[config.mk]
export PLATFORM = sky130hd
export DESIGN_NAME = dma2d_addr_gen
export DESIGN_NICKNAME = d
export VERILOG_FILES = /design/src/rtl/dma2d_pkg.sv /design/src/rtl/dma2d_ring_span.sv /design/src/rtl/dma2d_seq.sv /design/src/rtl/dma2d_addr_gen.sv
export SDC_FILE = /design/constraint.sdc
export NUM_CORES = 1
export LEC_CHECK = 0
export ABC_AREA = 0
export ABC_CLOCK_PERIOD_IN_PS = 3450
export CORE_MARGIN = 2
export CORE_UTILIZATION = 30
export DETAILED_ROUTE_END_ITERATION = 7
export HOLD_SLACK_MARGIN = 0.12
export PLACE_DENSITY = 0.57
export SLEW_MARGIN = 10
export SYNTH_ARGS = -nofsm -noshare
export SYNTH_HDL_FRONTEND = slang
export SYNTH_SLANG_ARGS = --single-unit
[constraint.sdc]
create_clock -name clk -period 3.45 [get_ports clk]
set_input_delay 0.69 -clock clk [delete_from_list [all_inputs] [get_ports clk]]
set_output_delay 0.69 -clock clk [all_outputs]
set_load 0.1 [all_outputs]
[src/rtl/dma2d_pkg.sv]
package dma2d_pkg;
    typedef enum logic [0:0] {
        MODE_LINES = 1'b0,
        MODE_RING  = 1'b1
    } walk_mode_e;
endpackage

[src/rtl/dma2d_ring_span.sv]
module dma2d_ring_span #(
    parameter int LEN_W   = 16,
    parameter int LINES_W = 16,
    localparam int AREA_W = LEN_W + LINES_W + 1
) (
    input  logic [LEN_W-1:0]   stride_i,
    input  logic [LINES_W-1:0] last_line_i,
    output logic [AREA_W-1:0]  area_m1_o,
    output logic [AREA_W-1:0]  half_m1_o
);
    logic [AREA_W-1:0] area;
    logic [AREA_W-1:0] half;

    always_comb begin
        area      = AREA_W'(stride_i) * (AREA_W'(last_line_i) + AREA_W'(1));
        half      = area >> 1;
        area_m1_o = area - AREA_W'(1);
        half_m1_o = half - AREA_W'(1);
    end
endmodule

[src/rtl/dma2d_seq.sv]
module dma2d_seq
    import dma2d_pkg::*;
#(
    parameter int ADDR_W  = 30,
    parameter int LEN_W   = 16,
    parameter int LINES_W = 16,
    localparam int AREA_W = LEN_W + LINES_W + 1
) (
    input  logic               clk,
    input  logic               rst_n,
    input  logic               launch_i,
    input  logic               stop_i,
    input  logic [ADDR_W-1:0]  base_i,
    input  logic [LEN_W-1:0]   line_len_i,
    input  logic [LEN_W-1:0]   stride_i,
    input  logic [LINES_W-1:0] last_line_i,
    input  logic               dir_i,
    input  logic               burst_i,
    input  logic               beat_i,
    input  logic [AREA_W-1:0]  area_m1_i,
    input  logic [AREA_W-1:0]  half_m1_i,
    output logic [ADDR_W-1:0]  addr_o,
    output logic               busy_o,
    output logic               done_o,
    output logic               half_a_o,
    output logic               half_b_o,
    output logic               dir_o,
    output logic               burst_o
);
    typedef struct packed {
        logic               busy;
        walk_mode_e         mode;
        logic               done;
        logic               half_a;
        logic               half_b;
        logic               dir;
        logic               burst;
        logic [ADDR_W-1:0]  base;
        logic [ADDR_W-1:0]  line_base;
        logic [ADDR_W-1:0]  addr;
        logic [LEN_W-1:0]   len;
        logic [LEN_W-1:0]   stride;
        logic [LEN_W-1:0]   word;
        logic [LINES_W-1:0] last;
        logic [LINES_W-1:0] line;
        logic [AREA_W-1:0]  area_m1;
        logic [AREA_W-1:0]  half_m1;
        logic [AREA_W-1:0]  off;
    } seq_state_t;

    seq_state_t st_d, st_q;

    always_comb begin
        st_d        = st_q;
        st_d.done   = 1'b0;
        st_d.half_a = 1'b0;
        st_d.half_b = 1'b0;
        if (stop_i) begin
            st_d.busy = 1'b0;
        end else if (!st_q.busy) begin
            if (launch_i) begin
                st_d.busy      = 1'b1;
                st_d.mode      = (line_len_i == '0) ? MODE_RING : MODE_LINES;
                st_d.dir       = dir_i;
                st_d.burst     = burst_i;
                st_d.base      = base_i;
                st_d.line_base = base_i;
                st_d.addr      = base_i;
                st_d.len       = line_len_i;
                st_d.stride    = stride_i;
                st_d.last      = last_line_i;
                st_d.word      = '0;
                st_d.line      = '0;
                st_d.area_m1   = area_m1_i;
                st_d.half_m1   = half_m1_i;
                st_d.off       = '0;
            end
        end else if (beat_i) begin
            if (st_q.mode == MODE_RING) begin
                if (st_q.off == st_q.area_m1) begin
                    st_d.off    = '0;
                    st_d.addr   = st_q.base;
                    st_d.half_b = 1'b1;
                end else begin
                    st_d.off    = st_q.off + AREA_W'(1);
                    st_d.addr   = st_q.addr + ADDR_W'(1);
                    st_d.half_a = (st_q.off == st_q.half_m1);
                end
            end else if (st_q.word == st_q.len - LEN_W'(1)) begin
                if (st_q.line == st_q.last) begin
                    st_d.busy = 1'b0;
                    st_d.done = 1'b1;
                end else begin
                    st_d.line_base = st_q.line_base + ADDR_W'(st_q.stride);
                    st_d.addr      = st_q.line_base + ADDR_W'(st_q.stride);
                    st_d.word      = '0;
                    st_d.line      = st_q.line + LINES_W'(1);
                end
            end else begin
                st_d.word = st_q.word + LEN_W'(1);
                st_d.addr = st_q.addr + ADDR_W'(1);
            end
        end
    end

    always_ff @(posedge clk or negedge rst_n) begin
        if (!rst_n) begin
            st_q <= '0;
        end else begin
            st_q <= st_d;
        end
    end

    assign addr_o   = st_q.addr;
    assign busy_o   = st_q.busy;
    assign done_o   = st_q.done;
    assign half_a_o = st_q.half_a;
    assign half_b_o = st_q.half_b;
    assign dir_o    = st_q.dir;
    assign burst_o  = st_q.burst;
endmodule

[src/rtl/dma2d_addr_gen.sv]
module dma2d_addr_gen #(
    parameter int ADDR_W  = 30,
    parameter int LEN_W   = 16,
    parameter int LINES_W = 16
) (
    input  logic               clk,
    input  logic               rst_n,
    input  logic               launch_i,
    input  logic               stop_i,
    input  logic [ADDR_W-1:0]  base_i,
    input  logic [LEN_W-1:0]   line_len_i,
    input  logic [LEN_W-1:0]   stride_i,
    input  logic [LINES_W-1:0] last_line_i,
    input  logic               dir_i,
    input  logic               burst_i,
    input  logic               beat_i,
    output logic [ADDR_W-1:0]  addr_o,
    output logic               busy_o,
    output logic               done_o,
    output logic               half_a_o,
    output logic               half_b_o,
    output logic               dir_o,
    output logic               burst_o
);
    localparam int AREA_W = LEN_W + LINES_W + 1;

    logic [AREA_W-1:0] area_m1;
    logic [AREA_W-1:0] half_m1;

    dma2d_ring_span #(
        .LEN_W   (LEN_W),
        .LINES_W (LINES_W)
    ) i_span (
        .stride_i    (stride_i),
        .last_line_i (last_line_i),
        .area_m1_o   (area_m1),
        .half_m1_o   (half_m1)
    );

    dma2d_seq #(
        .ADDR_W  (ADDR_W),
        .LEN_W   (LEN_W),
        .LINES_W (LINES_W)
    ) i_seq (
        .clk         (clk),
        .rst_n       (rst_n),
        .launch_i    (launch_i),
        .stop_i      (stop_i),
        .base_i      (base_i),
        .line_len_i  (line_len_i),
        .stride_i    (stride_i),
        .last_line_i (last_line_i),
        .dir_i       (dir_i),
        .burst_i     (burst_i),
        .beat_i      (beat_i),
        .area_m1_i   (area_m1),
        .half_m1_i   (half_m1),
        .addr_o      (addr_o),
        .busy_o      (busy_o),
        .done_o      (done_o),
        .half_a_o    (half_a_o),
        .half_b_o    (half_b_o),
        .dir_o       (dir_o),
        .burst_o     (burst_o)
    );
endmodule

==> impl_metrics.json, run 1 <==
{
  "status": "complete, but fails checks",
  "violations": "negative setup slack",
  "critPathArrivalTime_ns": 7.89,
  "path_class": "in2reg",
  "grt_overflow": 0,
  "placedInstanceArea_sq_um": 32100,
  "critPathCaptureType": "flop",
  "min_period_ns": 7.43,
  "drv_cap": 0,
  "hold_buffers": 0,
  "ys_seq_area_frac": 0.264,
  "fin_area_sq_um": 35800,
  "crit_path_frequent_cell": "fa_1",
  "core_sq_um": 86600,
  "max_freq_mhz": 135,
  "h-tree-depth": 2,
  "finalClockSkew_ns": 0.0202,
  "worstPathRequired_ns": 3.91,
  "finalHoldViolCount": 0,
  "grt_use_total": 0.181,
  "vias": 23100,
  "fp.dieArea_sq_um": 89600,
  "drc": 0,
  "layout_commonest_cell": "nand2_1",
  "via_per_inst": 4.86,
  "crit_fanout": 5,
  "numCtsBuffers": 34,
  "critical_path.max_stage_delay_ns": 0.56,
  "setup_ws_ns": -3.98,
  "setup_viol": 159,
  "cts.sinks": 276,
  "synth_seq_cells": 276,
  "start_util": 0.302,
  "dieWidth_microns": 299,
  "clk_latency_ns": 0.55,
  "rsz0062_at_grt": "true",
  "gp_congestion": 0.871,
  "cts-root-buf": "clkbuf_16",
  "path_clk_slew_ns": 0.06,
  "num_rows": 108,
  "layout-drive-gt1-share": 0.273,
  "syn_to_final_growth_pct": 36.8,
  "mappedNetlistNets": 3538,
  "num-nets-final": 3992,
  "fill_cells": 8525,
  "yosysUniqueCellTypes": 79,
  "antenna_found_initial": 1,
  "clock_path_buffers": 3,
  "hold_class": "in2async",
  "synth_edf_count": 0,
  "cts_tree": "built",
  "syn-cell-area_sq_um": 26200,
  "fin_crit_sh": 2.15,
  "layout_common_cells": "544 x nand2_1, 395 x buf_4, 275 x dfrtp_1",
  "grt_pass1_wl_microns": 131000,
  "synth_ff_type": "dfrtp_1",
  "drtIter0Drc": 1573,
  "worst_pin_slew_ns": 0.977,
  "postSynth.asyncResetShare": 1.00,
  "cp-start-kind": "primary input",
  "synthCells": 3115,
  "dp_hpwl_microns": 64000,
  "path_buf_inv": 9,
  "n_antenna_cell": 0,
  "avgSynthCellArea_sq_um": 8.40,
  "first_pass_iters": 6,
  "path_delay_family": "adder cells",
  "ioPinCount": 121,
  "grt_pass1_vias": 23200,
  "slew_headroom": 0.347,
  "wl_per_cell_microns": 17.3,
  "antenna_left": 0,
  "wl_microns": 81900,
  "io_buffers": 120,
  "critical_path.slowest_cell": "fa_1",
  "grt_max_degree": 110,
  "yosysWarnings": 0,
  "slew_violations": 0,
  "die_y_microns": 299
}
[routing by layer]
metal  routed length, microns  share of wire  vias up  track usage
met2                    36900           0.45      533        0.284
met3                     4280          0.052       89       0.0252
met4                     1400          0.017        0       0.0351
met1                    39300           0.48    11300        0.267
met5                        0              0        -            0
li1                         -              -    11200            -
[state kept, by name, summed over array words and instances (netlist names)]
| register | flops |
|---|---|
| i_seq.addr_o | 30 |
| i_seq.burst_o | 1 |
| i_seq.busy_o | 1 |
| i_seq.dir_o | 1 |
| i_seq.done_o | 1 |
| i_seq.half_a_o | 1 |
| i_seq.half_b_o | 1 |
| i_seq.st_q | 240 |
[through the flow]
stage | setup TNS [ns] | instances | setup WS, ns | hold slack (ns) | util
2_1_floorplan | -186.26 | 3115 | -4.25 | 0.394 | -
3_5_place_dp | -270.98 | 4604 | -5.03 | 0.461 | 0.370
6_report | -208.88 | 4749 | -3.98 | 0.210 | 0.413
5_1_grt | -233.82 | 4749 | -4.23 | 0.272 | 0.413
3_3_place_gp | -263.88 | 4604 | -4.94 | 0.457 | 0.370
4_1_cts | -189.11 | 4710 | -3.88 | 0.235 | 0.401
[cell families (layout without fill, tap and decap cells)]
| logic type | Yosys count | after routing | synth area share |
|---|---|---|---|
| flip-flops | 276 | 276 | 0.264 |
| XOR/XNOR | 271 | 271 | 0.0907 |
| AND/OR/NAND/NOR | 1264 | 1264 | 0.226 |
| multiplexers | 33 | 33 | 0.0129 |
| AO/OA/AOI/OAI | 464 | 464 | 0.112 |
| buffers and inverters | 469 | 948 | 0.0726 |
| adder cells (fa/ha/maj) | 338 | 338 | 0.222 |
[cells in the mapped netlist, drive strengths merged, types with 7 or more instances]
master	instances	area share
a211oi	12	0.0034
a21o	30	0.0086
a21oi	82	0.016
a221oi	20	0.0067
a31oi	21	0.0050
and2	131	0.031
and3	33	0.0079
and4	9	0.0030
buf	50	0.012
clkbuf	136	0.020
dfrtp	276	0.26
fa	209	0.16
ha	129	0.062
inv	282	0.040
mux2i	28	0.011
nand2	575	0.082
nand2b	14	0.0033
nand3	74	0.014
nand3b	7	0.0020
nand4	46	0.011
nor2	187	0.027
nor2b	27	0.0065
nor3	64	0.012
nor3b	7	0.0020
nor4	37	0.0088
o211ai	10	0.0029
o21a	13	0.0037
o21ai	184	0.035
o21bai	10	0.0029
o31ai	12	0.0034
or2	14	0.0033
or3	20	0.0048
or4	10	0.0032
xnor2	165	0.055
xor2	106	0.035
[path summary, 6_finish.rpt]
path,startpoint,endpoint,slack [ns],depth (start not counted)
setup reg to reg,i_seq.st_q[171]$_DFFE_PN0P_,i_seq.st_q[111]$_DFFE_PN0P_,-0.46,12
hold reg to reg,i_seq.burst_o$_DFFE_PN0P_,i_seq.burst_o$_DFFE_PN0P_,0.47,2
setup / recovery,last_line_i[7],i_seq.st_q[62]$_DFFE_PN0P_,-3.98,29
min in group clk,i_seq.burst_o$_DFFE_PN0P_,i_seq.burst_o$_DFFE_PN0P_,0.47,2
hold / removal,rst_n,i_seq.st_q[166]$_DFFE_PN0P_,0.21,1
max in group asynchronous,rst_n,i_seq.st_q[108]$_DFFE_PN0P_,2.39,2
[layout make-up]
cell class              instances  area [sq um]  area share
inverters                     283          1060      0.0297
flip-flops and latches        276          6910       0.193
multi-input cells            2370         19800       0.553
clock inverters                 8          96.3     0.00269
well taps                    1155          1450      0.0404
clock buffers                  53          1020      0.0286
repair buffers                604          5450       0.152
[repair_timing]
action                                  4_1_cts  5_1_grt
pin swaps                                   114      165
cloned                                        1        0
buffers inserted                             48       47
resized for setup                           324      228
endpoints found under the setup margin      161      156
Power of run 1 is not shown: default switching activity piles up to over one toggle a cycle in this logic, so the estimate is an artifact.
==> run 2, diff against run 1 <==
Settings changed: CTS_CLUSTER_SIZE set to 8.
==> impl_metrics.json, run 2 (synthesis results as in run 1) <==
{
  "status": "complete, but fails checks",
  "violations": "negative setup slack",
  "drc": 0,
  "via_per_inst": 4.93,
  "antenna_left": 0,
  "reg2reg_slack_ns": -0.41,
  "critical_path.slowest_cell": "fa_1",
  "fill_cells": 8437,
  "layout-drive-gt1-share": 0.288,
  "core_sq_um": 86600,
  "r2r_start": "i_seq.st_q[169]$_DFFE_PN0P_",
  "grt_use_total": 0.183,
  "placedInstanceArea_sq_um": 32100,
  "grt_overflow": 0,
  "fin_area_sq_um": 36600,
  "rsz0062_at_grt": "true",
  "dp_hpwl_microns": 64000,
  "antenna_found_initial": 0,
  "r2r-end": "i_seq.addr_o[17]$_DFFE_PN0P_",
  "clock_path_buffers": 3,
  "die_y_microns": 299,
  "cts.sinks": 276,
  "cp-start-kind": "primary input",
  "dpl_worst_slack_ns": -5.03,
  "slew_headroom": 0.347,
  "setup_ws_ns": -3.98,
  "path_class": "in2reg",
  "h-tree-depth": 2,
  "fin_crit_sh": 2.15,
  "drv_cap": 0,
  "start_util": 0.302,
  "grt_max_degree": 110,
  "n_antenna_cell": 0,
  "grt_pass1_wl_microns": 132000,
  "drtIter0Drc": 1646,
  "num_rows": 108,
  "finalHoldViolCount": 0,
  "cts-root-buf": "clkbuf_16",
  "finalClockSkew_ns": 0.0228,
  "slew_violations": 0,
  "numCtsBuffers": 40,
  "num-nets-final": 4034,
  "layout_commonest_cell": "nand2_1",
  "max_freq_mhz": 135,
  "worstPathRequired_ns": 3.85,
  "io_buffers": 120,
  "hold_class": "in2async",
  "ioPinCount": 121,
  "crit_path_frequent_cell": "fa_1",
  "critPathArrivalTime_ns": 7.83,
  "grt_pass1_vias": 23400,
  "crit_fanout": 4,
  "min_period_ns": 7.43,
  "largest_reg_flops": 240,
  "path_clk_slew_ns": 0.05,
  "ff_latch_area_sq_um": 6910,
  "dieWidth_microns": 299,
  "regMostFlops": "i_seq.st_q",
  "cts_tree": "built",
  "wl_microns": 83900,
  "layout_common_cells": "530 x nand2_1, 381 x buf_4, 275 x dfrtp_1",
  "gp_congestion": 0.871,
  "syn_to_final_growth_pct": 39.8,
  "fp.dieArea_sq_um": 89600,
  "vias": 23500,
  "reg2reg_depth": 13,
  "clk_latency_ns": 0.56,
  "critical_path.max_stage_delay_ns": 0.58,
  "critPathCaptureType": "flop",
  "wl_per_cell_microns": 17.6,
  "setup_viol": 160,
  "multi_input_area_sq_um": 20100,
  "worst_pin_slew_ns": 0.976,
  "first_pass_iters": 6
}
## run 2: changes by cell type in the layout (fill, tap and decap cells not counted), moves of 10 or more
cell / before / now
nand2_2: 22 / 36
buf_4: 395 / 381
buf_6: 100 / 128
nand2_1: 544 / 530
clkbuf_16: 35 / 45
o21ai_2: 12 / 22
o21ai_0: 98 / 80
## run 2: worst max-delay path: cells and delay by family
kind	cells	cell delay, ns
adder cells (fa/ha/maj)	7	3.26
AND/OR/NAND/NOR	7	1.31
buffers and inverters	10	1.23
AO/OA/AOI/OAI	5	0.96
XOR/XNOR	2	0.38
## run 2: final cells by class
type	instances	share of cell area
multi-input combinational	2372	0.549
tap	1155	0.0395
clock inverter	1	0.000137
clock buffer	43	0.0283
inverter	283	0.0290
sequential	276	0.189
timing repair buffer	638	0.165
## run 2: worst max-delay path by stage
| stage | from | slack, ns | end |
|---|---|---|---|
| global route | last_line_i[10] | -4.15 | i_seq.st_q[96]$_DFFE_PN0P_ |
| detailed placement | last_line_i[0] | -5.03 | i_seq.st_q[64]$_DFFE_PN0P_ |
| CTS | last_line_i[6] | -3.86 | i_seq.st_q[96]$_DFFE_PN0P_ |
| global placement | last_line_i[0] | -4.94 | i_seq.st_q[62]$_DFFE_PN0P_ |
| finish | last_line_i[9] | -3.98 | i_seq.st_q[61]$_DFFE_PN0P_ |
| floorplan | last_line_i[6] | -4.25 | i_seq.st_q[96]$_DFFE_PN0P_ |
## run 2: stage by stage
stage | TNS, ns | util | cells | hold slack, ns
6_report | -207.97 | 0.422 | 4768 | 0.210
5_1_grt | -230.36 | 0.422 | 4768 | 0.267
4_1_cts | -197.98 | 0.406 | 4720 | 0.237
3_5_place_dp | -270.98 | 0.370 | 4604 | 0.461
3_3_place_gp | -263.88 | 0.370 | 4604 | 0.457
2_1_floorplan | -186.26 | - | 3115 | 0.394
## run 2: repair_timing
item | in CTS | in global routing
resized for setup | 392 | 274
cloned | 8 | 4
setup buffers | 69 | 61
hold buffers | 0 | 0
setup endpoints to repair | 161 | 160
pin swaps | 165 | 150
## run 2: routing by layer
layer,wire (microns),up-vias,track usage,share of wire
met5,0,-,0,0
met1,39500,11500,0.268,0.47
met3,4560,117,0.0249,0.054
met2,38000,632,0.290,0.45
met4,1820,0,0.0369,0.022
li1,-,11300,-,-
Power of run 2 is left out for the same reason.
